--- src/rtl/adc_scan_pkg.sv ---
package adc_scan_pkg;
    typedef enum logic [1:0] {
        ST_IDLE    = 2'd0,
        ST_SAMPLE  = 2'd1,
        ST_CONVERT = 2'd2
    } scan_state_e;
endpackage

--- src/rtl/scan_ptr.sv ---
module scan_ptr #(
    parameter int NMUX  = 8,
    parameter int SEL_W = 3
) (
    input  logic             clk,
    input  logic             rst_n,
    input  logic             load,
    input  logic             advance,
    input  logic [NMUX-1:0]  mask,
    output logic [SEL_W-1:0] idx,
    output logic             active,
    output logic             more
);
    logic [NMUX-1:0] pend_q;

    always_ff @(posedge clk or negedge rst_n) begin
        if (!rst_n)       pend_q <= '0;
        else if (load)    pend_q <= mask;
        else if (advance) pend_q <= pend_q & (pend_q - 1'b1);
    end

    always_comb begin
        idx = '0;
        for (int i = NMUX - 1; i >= 0; i--) begin
            if (pend_q[i]) idx = SEL_W'(i);
        end
    end

    assign active = |pend_q;
    assign more   = |(pend_q & (pend_q - 1'b1));

    // each completed step retires exactly one enabled input
    p_ptr_retire_r3: assert property (@(posedge clk) disable iff (!rst_n)
        (advance && active && !load) |=> ($countones(pend_q) == $countones($past(pend_q)) - 1));
endmodule

--- src/rtl/sar_engine.sv ---
module sar_engine #(
    parameter int RES_W = 12,
    parameter int POS_W = 4
) (
    input  logic             clk,
    input  logic             rst_n,
    input  logic             clear,
    input  logic             trial,
    input  logic [POS_W-1:0] pos,
    input  logic             cmp,
    output logic [RES_W-1:0] dac,
    output logic [RES_W-1:0] result
);
    logic [RES_W-1:0] sar_q;
    logic [RES_W-1:0] bit_w;
    logic [RES_W-1:0] low_mask;

    assign bit_w    = RES_W'(1) << pos;
    assign low_mask = (bit_w - 1'b1) | bit_w;

    always_ff @(posedge clk or negedge rst_n) begin
        if (!rst_n)            sar_q <= '0;
        else if (clear)        sar_q <= '0;
        else if (trial && cmp) sar_q <= sar_q | bit_w;
    end

    assign dac    = trial ? (sar_q | bit_w) : sar_q;
    assign result = cmp ? (sar_q | bit_w) : sar_q;

    // bits at and below the trial position are still undecided (zero)
    p_low_bits_open_r5: assert property (@(posedge clk) disable iff (!rst_n)
        trial |-> ((sar_q & low_mask) == '0));
endmodule

--- src/rtl/result_bank.sv ---
module result_bank #(
    parameter int NMUX  = 8,
    parameter int SEL_W = 3,
    parameter int RES_W = 12
) (
    input  logic             clk,
    input  logic             rst_n,
    input  logic             we,
    input  logic [SEL_W-1:0] wr_slot,
    input  logic [RES_W-1:0] wr_data,
    input  logic [SEL_W-1:0] rd_slot,
    output logic [RES_W-1:0] rd_data
);
    logic [RES_W-1:0] mem_q [NMUX];

    always_ff @(posedge clk or negedge rst_n) begin
        if (!rst_n) begin
            for (int i = 0; i < NMUX; i++) mem_q[i] <= '0;
        end else if (we) begin
            mem_q[wr_slot] <= wr_data;
        end
    end

    assign rd_data = mem_q[rd_slot];

    // a written result lands in its own slot
    p_slot_written_r7: assert property (@(posedge clk) disable iff (!rst_n)
        we |=> (mem_q[$past(wr_slot)] == $past(wr_data)));
endmodule

--- src/rtl/adc_scan_seq.sv ---
module adc_scan_seq
    import adc_scan_pkg::*;
#(
    parameter int NCH         = 2,
    parameter int NMUX        = 8,
    parameter int RES_W       = 12,
    parameter int XTRA_W      = 4,
    parameter int BASE_SAMPLE = 2,
    localparam int SEL_W      = $clog2(NMUX),
    localparam int POS_W      = $clog2(RES_W),
    localparam int CH_W       = (NCH > 1) ? $clog2(NCH) : 1,
    localparam int CNT_W      = XTRA_W + 2
) (
    input  logic                   clk,
    input  logic                   rst_n,
    input  logic                   sw_start,
    input  logic                   hw_trig,
    input  logic                   hw_trig_en,
    input  logic [1:0]             res_sel,
    input  logic [XTRA_W-1:0]      sample_ext,
    input  logic [NCH*NMUX-1:0]    scan_mask,
    input  logic [NCH-1:0]         cmp,
    output logic [NCH*SEL_W-1:0]   mux_sel,
    output logic [NCH*RES_W-1:0]   dac_code,
    output logic                   sample_hold,
    output logic                   busy,
    output logic                   scan_done_irq,
    input  logic [CH_W-1:0]        rd_ch,
    input  logic [SEL_W-1:0]       rd_slot,
    output logic [RES_W-1:0]       rd_data
);
    scan_state_e       state_q, state_d;
    logic [CNT_W-1:0]  cnt_q;
    logic [POS_W-1:0]  pos_q;
    logic [POS_W-1:0]  lsb_q;
    logic [XTRA_W-1:0] ext_q;
    logic              irq_q;

    logic              start_req, any_mask, launch;
    logic              samp_last, bit_last, step_done, more_any;
    logic [NCH-1:0]    more_vec, active_vec;
    logic [RES_W-1:0]  bank_rd [NCH];

    assign start_req = sw_start | (hw_trig_en & hw_trig);
    assign any_mask  = |scan_mask;
    assign launch    = (state_q == ST_IDLE) && start_req && any_mask;
    assign samp_last = (cnt_q == CNT_W'(BASE_SAMPLE - 1) + CNT_W'(ext_q));
    assign bit_last  = (pos_q == lsb_q);
    assign step_done = (state_q == ST_CONVERT) && bit_last;
    assign more_any  = |more_vec;

    always_comb begin
        state_d = state_q;
        unique case (state_q)
            ST_IDLE:    if (launch)    state_d = ST_SAMPLE;
            ST_SAMPLE:  if (samp_last) state_d = ST_CONVERT;
            ST_CONVERT: if (bit_last)  state_d = more_any ? ST_SAMPLE : ST_IDLE;
            default:                   state_d = ST_IDLE;
        endcase
    end

    always_ff @(posedge clk or negedge rst_n) begin
        if (!rst_n) state_q <= ST_IDLE;
        else        state_q <= state_d;
    end

    always_ff @(posedge clk or negedge rst_n) begin
        if (!rst_n) begin
            cnt_q <= '0;
            pos_q <= '0;
            lsb_q <= '0;
            ext_q <= '0;
            irq_q <= 1'b0;
        end else begin
            irq_q <= step_done && !more_any;
            cnt_q <= (state_q == ST_SAMPLE) ? cnt_q + 1'b1 : '0;
            if (launch) begin
                ext_q <= sample_ext;
                lsb_q <= POS_W'({~res_sel, 1'b0});
            end
            if (state_q == ST_SAMPLE)       pos_q <= POS_W'(RES_W - 1);
            else if (state_q == ST_CONVERT) pos_q <= pos_q - 1'b1;
        end
    end

    always_comb begin
        busy          = (state_q != ST_IDLE);
        sample_hold   = (state_q == ST_SAMPLE);
        scan_done_irq = irq_q;
    end

    for (genvar c = 0; c < NCH; c++) begin : g_ch
        logic [SEL_W-1:0] idx;
        logic [RES_W-1:0] res;

        scan_ptr #(.NMUX(NMUX), .SEL_W(SEL_W)) u_ptr (
            .clk     (clk),
            .rst_n   (rst_n),
            .load    (launch),
            .advance (step_done),
            .mask    (scan_mask[c*NMUX +: NMUX]),
            .idx     (idx),
            .active  (active_vec[c]),
            .more    (more_vec[c])
        );

        sar_engine #(.RES_W(RES_W), .POS_W(POS_W)) u_sar (
            .clk    (clk),
            .rst_n  (rst_n),
            .clear  (state_q == ST_SAMPLE),
            .trial  (state_q == ST_CONVERT),
            .pos    (pos_q),
            .cmp    (cmp[c]),
            .dac    (dac_code[c*RES_W +: RES_W]),
            .result (res)
        );

        result_bank #(.NMUX(NMUX), .SEL_W(SEL_W), .RES_W(RES_W)) u_bank (
            .clk     (clk),
            .rst_n   (rst_n),
            .we      (step_done && active_vec[c]),
            .wr_slot (idx),
            .wr_data (res),
            .rd_slot (rd_slot),
            .rd_data (bank_rd[c])
        );

        assign mux_sel[c*SEL_W +: SEL_W] = idx;
    end

    assign rd_data = bank_rd[rd_ch];

    // an accepted software start makes the block busy next cycle
    p_start_busy_r1: assert property (@(posedge clk) disable iff (!rst_n)
        (!busy && sw_start && any_mask) |=> busy);
    // with nothing enabled an idle block stays idle
    p_empty_idle_r2: assert property (@(posedge clk) disable iff (!rst_n)
        (!busy && !any_mask) |=> !busy);
    // selector held while bits are resolved
    p_mux_stable_r3: assert property (@(posedge clk) disable iff (!rst_n)
        (state_q == ST_CONVERT) |-> $stable(mux_sel));
    // interrupt is a single pulse right after the scan
    p_irq_pulse_r9: assert property (@(posedge clk) disable iff (!rst_n)
        scan_done_irq |=> !scan_done_irq);
    p_irq_after_busy_r9: assert property (@(posedge clk) disable iff (!rst_n)
        scan_done_irq |-> (!busy && $past(busy)));
endmodule

--- config.mk ---
export PLATFORM = sky130hd
export DESIGN_NAME = adc_scan_seq
export DESIGN_NICKNAME = d
export VERILOG_FILES = /design/src/rtl/adc_scan_pkg.sv /design/src/rtl/scan_ptr.sv /design/src/rtl/sar_engine.sv /design/src/rtl/result_bank.sv /design/src/rtl/adc_scan_seq.sv
export SDC_FILE = /design/constraint.sdc
export NUM_CORES = 1
export LEC_CHECK = 0
export ABC_CLOCK_PERIOD_IN_PS = 3200
export BUFFER_PORTS_ARGS = -buffer_cell sky130_fd_sc_hd__buf_2
export CORE_MARGIN = 2
export CORE_UTILIZATION = 25
export DETAILED_ROUTE_END_ITERATION = 12
export SYNTH_ARGS = -nofsm -noshare
export SYNTH_HDL_FRONTEND = slang
export SYNTH_HIERARCHICAL = 1
export SYNTH_SLANG_ARGS = --single-unit
--- constraint.sdc ---
create_clock -name clk -period 3.2 [get_ports clk]
set_input_delay 0.16 -clock clk [delete_from_list [all_inputs] [get_ports clk]]
set_output_delay 0.16 -clock clk [all_outputs]
set_load 0.005 [all_outputs]
==> impl_results.html <==
<table>
<tr><th>Metric</th><th>Value</th></tr>
<tr><th colspan="2">STA</th></tr>
<tr><td>FMAX</td><td>396 MHz</td></tr>
<tr><td>RSZ-0062 raised after global routing</td><td>no</td></tr>
<tr><td>Number of hold violations in the final report</td><td>0</td></tr>
<tr><td>Final worst path period share</td><td>0.790</td></tr>
<tr><td>Final clock skew</td><td>0.0138 ns</td></tr>
<tr><td>Slew headroom</td><td>0.402</td></tr>
<tr><td>Final Max Tran Viols</td><td>0</td></tr>
<tr><td>Final setup viols</td><td>0</td></tr>
<tr><td>Clock period minus final worst setup slack</td><td>2.53 ns</td></tr>
<tr><td>TNS Setup</td><td>0 ns</td></tr>
<tr><td>Slew at the pin closest to its max-slew limit</td><td>0.895 ns</td></tr>
<tr><th colspan="2">Logic synthesis</th></tr>
<tr><td>Syn Nets</td><td>946</td></tr>
<tr><td>Largest cells by area after synthesis</td><td>sky130_fd_sc_hd__dfrtp_1 (49%), sky130_fd_sc_hd__mux2_2 (20%), sky130_fd_sc_hd__mux4_1 (8.7%)</td></tr>
<tr><td>Synthesized area divided by synthesized cell count</td><td>14.1 µm²</td></tr>
<tr><td>Synthesis Warnings</td><td>6</td></tr>
<tr><td>Fraction of registers with async set or reset after synthesis</td><td>1.00</td></tr>
<tr><td>Count leader, synth</td><td>sky130_fd_sc_hd__dfrtp_1</td></tr>
<tr><td>Mapped Area</td><td>12700 µm²</td></tr>
<tr><td>Mapped Cells</td><td>906</td></tr>
<tr><td>Area share of the largest cell type after synthesis</td><td>0.493</td></tr>
<tr><td>Flops &amp; latches, synth</td><td>251</td></tr>
<tr><td>Fraction of the yosys area taken by sequential cells</td><td>0.493</td></tr>
<tr><td>Cell type with the largest total area after synthesis</td><td>sky130_fd_sc_hd__dfrtp_1</td></tr>
<tr><td>Most frequently used flop master after synthesis</td><td>sky130_fd_sc_hd__dfrtp_1</td></tr>
<tr><td>Commonest cells in the synthesized netlist</td><td>sky130_fd_sc_hd__dfrtp_1 (251), sky130_fd_sc_hd__mux2_2 (228), sky130_fd_sc_hd__mux4_1 (42)</td></tr>
<tr><td>Post-synth EDFFs</td><td>0</td></tr>
<tr><td>Unique cell type count in the Yosys netlist</td><td>65</td></tr>
<tr><th colspan="2">Critical path</th></tr>
<tr><td>R2R depth</td><td>6</td></tr>
<tr><td>Slowest cell delay on critical path</td><td>0.63 ns</td></tr>
<tr><td>Sort of element at the start of the critical path</td><td>flip-flop</td></tr>
<tr><td>Type of the setup path with the least slack</td><td>flip-flop to flip-flop</td></tr>
<tr><td>Most common cell on crit path</td><td>sky130_fd_sc_hd__a21oi_1</td></tr>
<tr><td>CP required</td><td>3.61 ns</td></tr>
<tr><td>Buffers and inverters on the worst path</td><td>0</td></tr>
<tr><td>Critical path endpoint category</td><td>flip-flop</td></tr>
<tr><td>Critical path's slowest cell</td><td>sky130_fd_sc_hd__and4bb_2</td></tr>
<tr><td>CP max FO</td><td>12</td></tr>
<tr><td>Cells along the critical path</td><td>nand2b_1 &gt; a21oi_1 &gt; o21bai_1 &gt; a21oi_1 &gt; and4bb_2 &gt; mux2_2</td></tr>
<tr><td>Data arrival time of the critical path</td><td>2.94 ns</td></tr>
<tr><td>Worst reg2reg setup slack</td><td>0.67 ns</td></tr>
<tr><td>Category of cells accounting for the largest share of critical-path delay</td><td>simple AND/OR/NAND/NOR gates</td></tr>
<tr><td>Endpoint of the lowest-slack register-to-register path</td><td>g_ch[0].u_bank/mem_q[76]$_DFFE_PN0P_</td></tr>
<tr><td>R2r startpoint</td><td>g_ch[0].u_ptr/pend_q[6]$_DFFE_PN0P_</td></tr>
<tr><th colspan="2">Flow run</th></tr>
<tr><td>Max Cap Violations</td><td>0</td></tr>
<tr><th colspan="2">Min path</th></tr>
<tr><td>Type of the tightest min-delay check</td><td>input port to flip-flop</td></tr>
<tr><td>Cell depth of the worst min-delay path</td><td>3</td></tr>
<tr><td>End point of the worst hold path</td><td>g_ch[1].u_sar/sar_q[5]$_DFFE_PN0P_</td></tr>
<tr><td>Startpoint of the lowest-slack hold path</td><td>cmp[1]</td></tr>
<tr><th colspan="2">Layout</th></tr>
<tr><td>Fill cell total of the finished layout</td><td>5083</td></tr>
<tr><td>Multi-input gate area</td><td>6040 µm²</td></tr>
<tr><td>Final Cell Area</td><td>15100 µm²</td></tr>
<tr><td>Storage element area</td><td>6280 µm²</td></tr>
<tr><td>Fraction of final layout cells with drive strength greater than 1</td><td>0.419</td></tr>
<tr><td>Post-layout nets</td><td>1049</td></tr>
<tr><td>Area growth from synthesis to final layout</td><td>18.4%</td></tr>
<tr><th colspan="2">Route</th></tr>
<tr><td>Number of detailed-routing iterations run before antenna repair</td><td>5</td></tr>
<tr><td>Average wire per cell in the routed design</td><td>18.2 µm</td></tr>
<tr><td>Post-detailed-routing wire length</td><td>31.0 mm</td></tr>
<tr><td>DRC violation count after routing</td><td>0</td></tr>
<tr><td>Overall via count from detail_route</td><td>8084</td></tr>
<tr><td>Starting DRT DRC Count</td><td>435</td></tr>
<tr><td>Drt via density</td><td>4.75</td></tr>
<tr><td>Final antenna-violating net count</td><td>0</td></tr>
<tr><th colspan="2">Die</th></tr>
<tr><td>Die W</td><td>230 µm</td></tr>
<tr><td>Initial cell density of the core</td><td>0.253</td></tr>
<tr><td>Count of pins on the block boundary</td><td>78</td></tr>
<tr><td>Placeable Area</td><td>50300 µm²</td></tr>
<tr><td>Std cell rows</td><td>82</td></tr>
<tr><td>DIE AREA</td><td>52800 µm²</td></tr>
<tr><td>DIE HEIGHT</td><td>230 µm</td></tr>
<tr><th colspan="2">Global route</th></tr>
<tr><td>Initial antenna violation count</td><td>1</td></tr>
<tr><td>GRT Resource Usage Total</td><td>0.117</td></tr>
<tr><td>Total overflow reported by the global router</td><td>0</td></tr>
<tr><td>Maximum number of pins on one net before global-route repair</td><td>101</td></tr>
<tr><td>Number of global-route vias before repair</td><td>8357</td></tr>
<tr><td>Wire length of the first global-routing pass</td><td>49.2 mm</td></tr>
<tr><th colspan="2">Power and ir drop</th></tr>
<tr><td>Portion of total power attributed to combinational logic</td><td>0.059</td></tr>
<tr><td>PD cells</td><td>460 nW/µm²</td></tr>
<tr><td>Largest vdd supply drop</td><td>346 µV</td></tr>
<tr><td>Sequential share of power</td><td>0.467</td></tr>
<tr><td>Cell-internal power</td><td>5.39 mW</td></tr>
<tr><td>Clock share of power</td><td>0.474</td></tr>
<tr><td>Switching portion of total power</td><td>0.223</td></tr>
<tr><td>Sw power</td><td>1.55 mW</td></tr>
<tr><td>Leakage dissipation</td><td>6.92 nW</td></tr>
<tr><th colspan="2">Status</th></tr>
<tr><td>Outcome</td><td>finished clean</td></tr>
<tr><th colspan="2">CTS</th></tr>
<tr><td>Postcts setup bufs</td><td>0</td></tr>
<tr><td>Deepest clock path buffer count</td><td>3</td></tr>
<tr><td>CTS Sinks</td><td>251</td></tr>
<tr><td>Clock Root Buffer</td><td>sky130_fd_sc_hd__clkbuf_16</td></tr>
<tr><td>H-tree level count</td><td>1</td></tr>
<tr><td>Worst-path clk slew</td><td>0.06 ns</td></tr>
<tr><td>CTS tree</td><td>built</td></tr>
<tr><td>Later-pin clock latency in the skew report</td><td>0.53 ns</td></tr>
<tr><td>Number of gates resized after cts</td><td>0</td></tr>
<tr><td>Number of hold buffers added after cts</td><td>23</td></tr>
<tr><td>Num CTS Buffers</td><td>27</td></tr>
<tr><th colspan="2">Place</th></tr>
<tr><td>Count of input and output buffers</td><td>77</td></tr>
<tr><td>Placed instance area</td><td>13900 µm²</td></tr>
<tr><td>Last weighted congestion value of the routability-driven placer</td><td>0.785</td></tr>
<tr><td>HPWL after DPL</td><td>20.7 mm</td></tr>
</table>
-- registers in the layout, summed over array words and instances, names as in the netlist --
signal             flops
scan_done_irq          1
g_ch.u_ptr/pend_q     16
lsb_q                  2
state_q                2
g_ch.u_sar/sar_q      24
cnt_q                  6
g_ch.u_bank/mem_q    192
pos_q                  4
ext_q                  4
-- power groups by stage --
stage               logic [mW]  registers [mW]  clock network (mW)
global route             0.448            3.24                3.52
CTS                      0.417            3.24                3.37
global placement         0.388            3.30                   0
detailed placement       0.394            3.30                   0
finish                   0.406            3.24                3.29
floorplan                0.205            3.29                   0
-- cell type report --
class	count	area share
antenna	1	0.000166
tap	672	0.0558
inverter	28	0.00697
clock inverter	15	0.0133
multi-input combinational	575	0.401
clock buffer	33	0.0496
sequential	251	0.417
timing repair buffer	126	0.0569
-- worst register-to-register path, stage by stage, from the launching register on --
cell                       delay [ns]
sky130_fd_sc_hd__dfrtp_1         0.43
sky130_fd_sc_hd__nand2b_1        0.19
sky130_fd_sc_hd__a21oi_1         0.15
sky130_fd_sc_hd__o21bai_1        0.07
sky130_fd_sc_hd__a21oi_1         0.56
sky130_fd_sc_hd__and4bb_2        0.63
sky130_fd_sc_hd__mux2_2          0.39
-- metal layers --
layer  vias to the layer above  GRT usage  part of all wire
met5                         -          0                 0
met1                      4192      0.168              0.48
met4                         0     0.0210             0.013
met3                        34     0.0154             0.040
li1                       3665          -                 -
met2                       193      0.192              0.47
-- worst max-delay path by stage --
stage | from | end | slack [ns] | cells after the start
after CTS | g_ch[0].u_ptr/pend_q[6]$_DFFE_PN0P_ | g_ch[0].u_bank/mem_q[76]$_DFFE_PN0P_ | 0.64 | 6
after detailed placement | g_ch[0].u_ptr/pend_q[6]$_DFFE_PN0P_ | g_ch[0].u_bank/mem_q[76]$_DFFE_PN0P_ | 0.67 | 6
after floorplan | g_ch[0].u_ptr/pend_q[3]$_DFFE_PN0P_ | g_ch[0].u_bank/mem_q[37]$_DFFE_PN0P_ | 0.18 | 6
after global placement | g_ch[0].u_ptr/pend_q[6]$_DFFE_PN0P_ | g_ch[0].u_bank/mem_q[73]$_DFFE_PN0P_ | 0.73 | 6
after global routing | g_ch[0].u_ptr/pend_q[7]$_DFFE_PN0P_ | g_ch[0].u_bank/mem_q[68]$_DFFE_PN0P_ | 0.45 | 6
final | g_ch[0].u_ptr/pend_q[6]$_DFFE_PN0P_ | g_ch[0].u_bank/mem_q[76]$_DFFE_PN0P_ | 0.67 | 6
-- cells in the final DEF, fill, tap and decap left out, types with 5 or more instances in the layout --
cell type                       count
sky130_fd_sc_hd__nand3_1            5
sky130_fd_sc_hd__o32ai_1            8
sky130_fd_sc_hd__clkbuf_16         27
sky130_fd_sc_hd__nor2_1            21
sky130_fd_sc_hd__nor2b_1            7
sky130_fd_sc_hd__a21oi_1            9
sky130_fd_sc_hd__nand2_1           30
sky130_fd_sc_hd__dfrtp_1          251
sky130_fd_sc_hd__dlygate4sd3_1     23
sky130_fd_sc_hd__a41o_1            12
sky130_fd_sc_hd__ha_1               7
sky130_fd_sc_hd__a21o_1            21
sky130_fd_sc_hd__mux4_2             6
sky130_fd_sc_hd__o21ai_0           26
sky130_fd_sc_hd__nor4_1             5
sky130_fd_sc_hd__buf_2             76
sky130_fd_sc_hd__nor3_1             8
sky130_fd_sc_hd__and4bb_2          10
sky130_fd_sc_hd__nand4b_1           6
sky130_fd_sc_hd__clkbuf_8           5
sky130_fd_sc_hd__inv_1             27
sky130_fd_sc_hd__o21bai_1          18
sky130_fd_sc_hd__nand3b_1           7
sky130_fd_sc_hd__buf_4             23
sky130_fd_sc_hd__nand2b_1           8
sky130_fd_sc_hd__clkinv_2           5
sky130_fd_sc_hd__a32o_1             6
sky130_fd_sc_hd__mux4_1            42
sky130_fd_sc_hd__xnor2_1            6
sky130_fd_sc_hd__mux2_2           228
sky130_fd_sc_hd__xor2_1             5
-- cells by family after synthesis --
kind of cell	count (synthesis)	share of synthesized area
DFF	251	0.493
buffers and inverters	80	0.0331
adders and majority gates	9	0.00845
AOI/OAI and AO/OA	132	0.0797
and+or+nand+nor	141	0.0729
muxes	282	0.305
xor gates and xnor gates	11	0.00756
-- through the flow --
stage / power (mW) / util / cells / hold WS, ns / setup WS [ns]
2_1_floorplan: 3.49 / - / 906 / -0.136 / 0.179
3_3_place_gp: 3.68 / 0.276 / 1629 / 0.271 / 0.728
3_5_place_dp: 3.69 / 0.276 / 1629 / 0.275 / 0.673
4_1_cts: 7.03 / 0.300 / 1700 / 0.0579 / 0.642
5_1_grt: 7.21 / 0.300 / 1700 / 0.0810 / 0.453
6_report: 6.93 / 0.300 / 1701 / 0.0944 / 0.673
(Power assumes the default switching activity.)
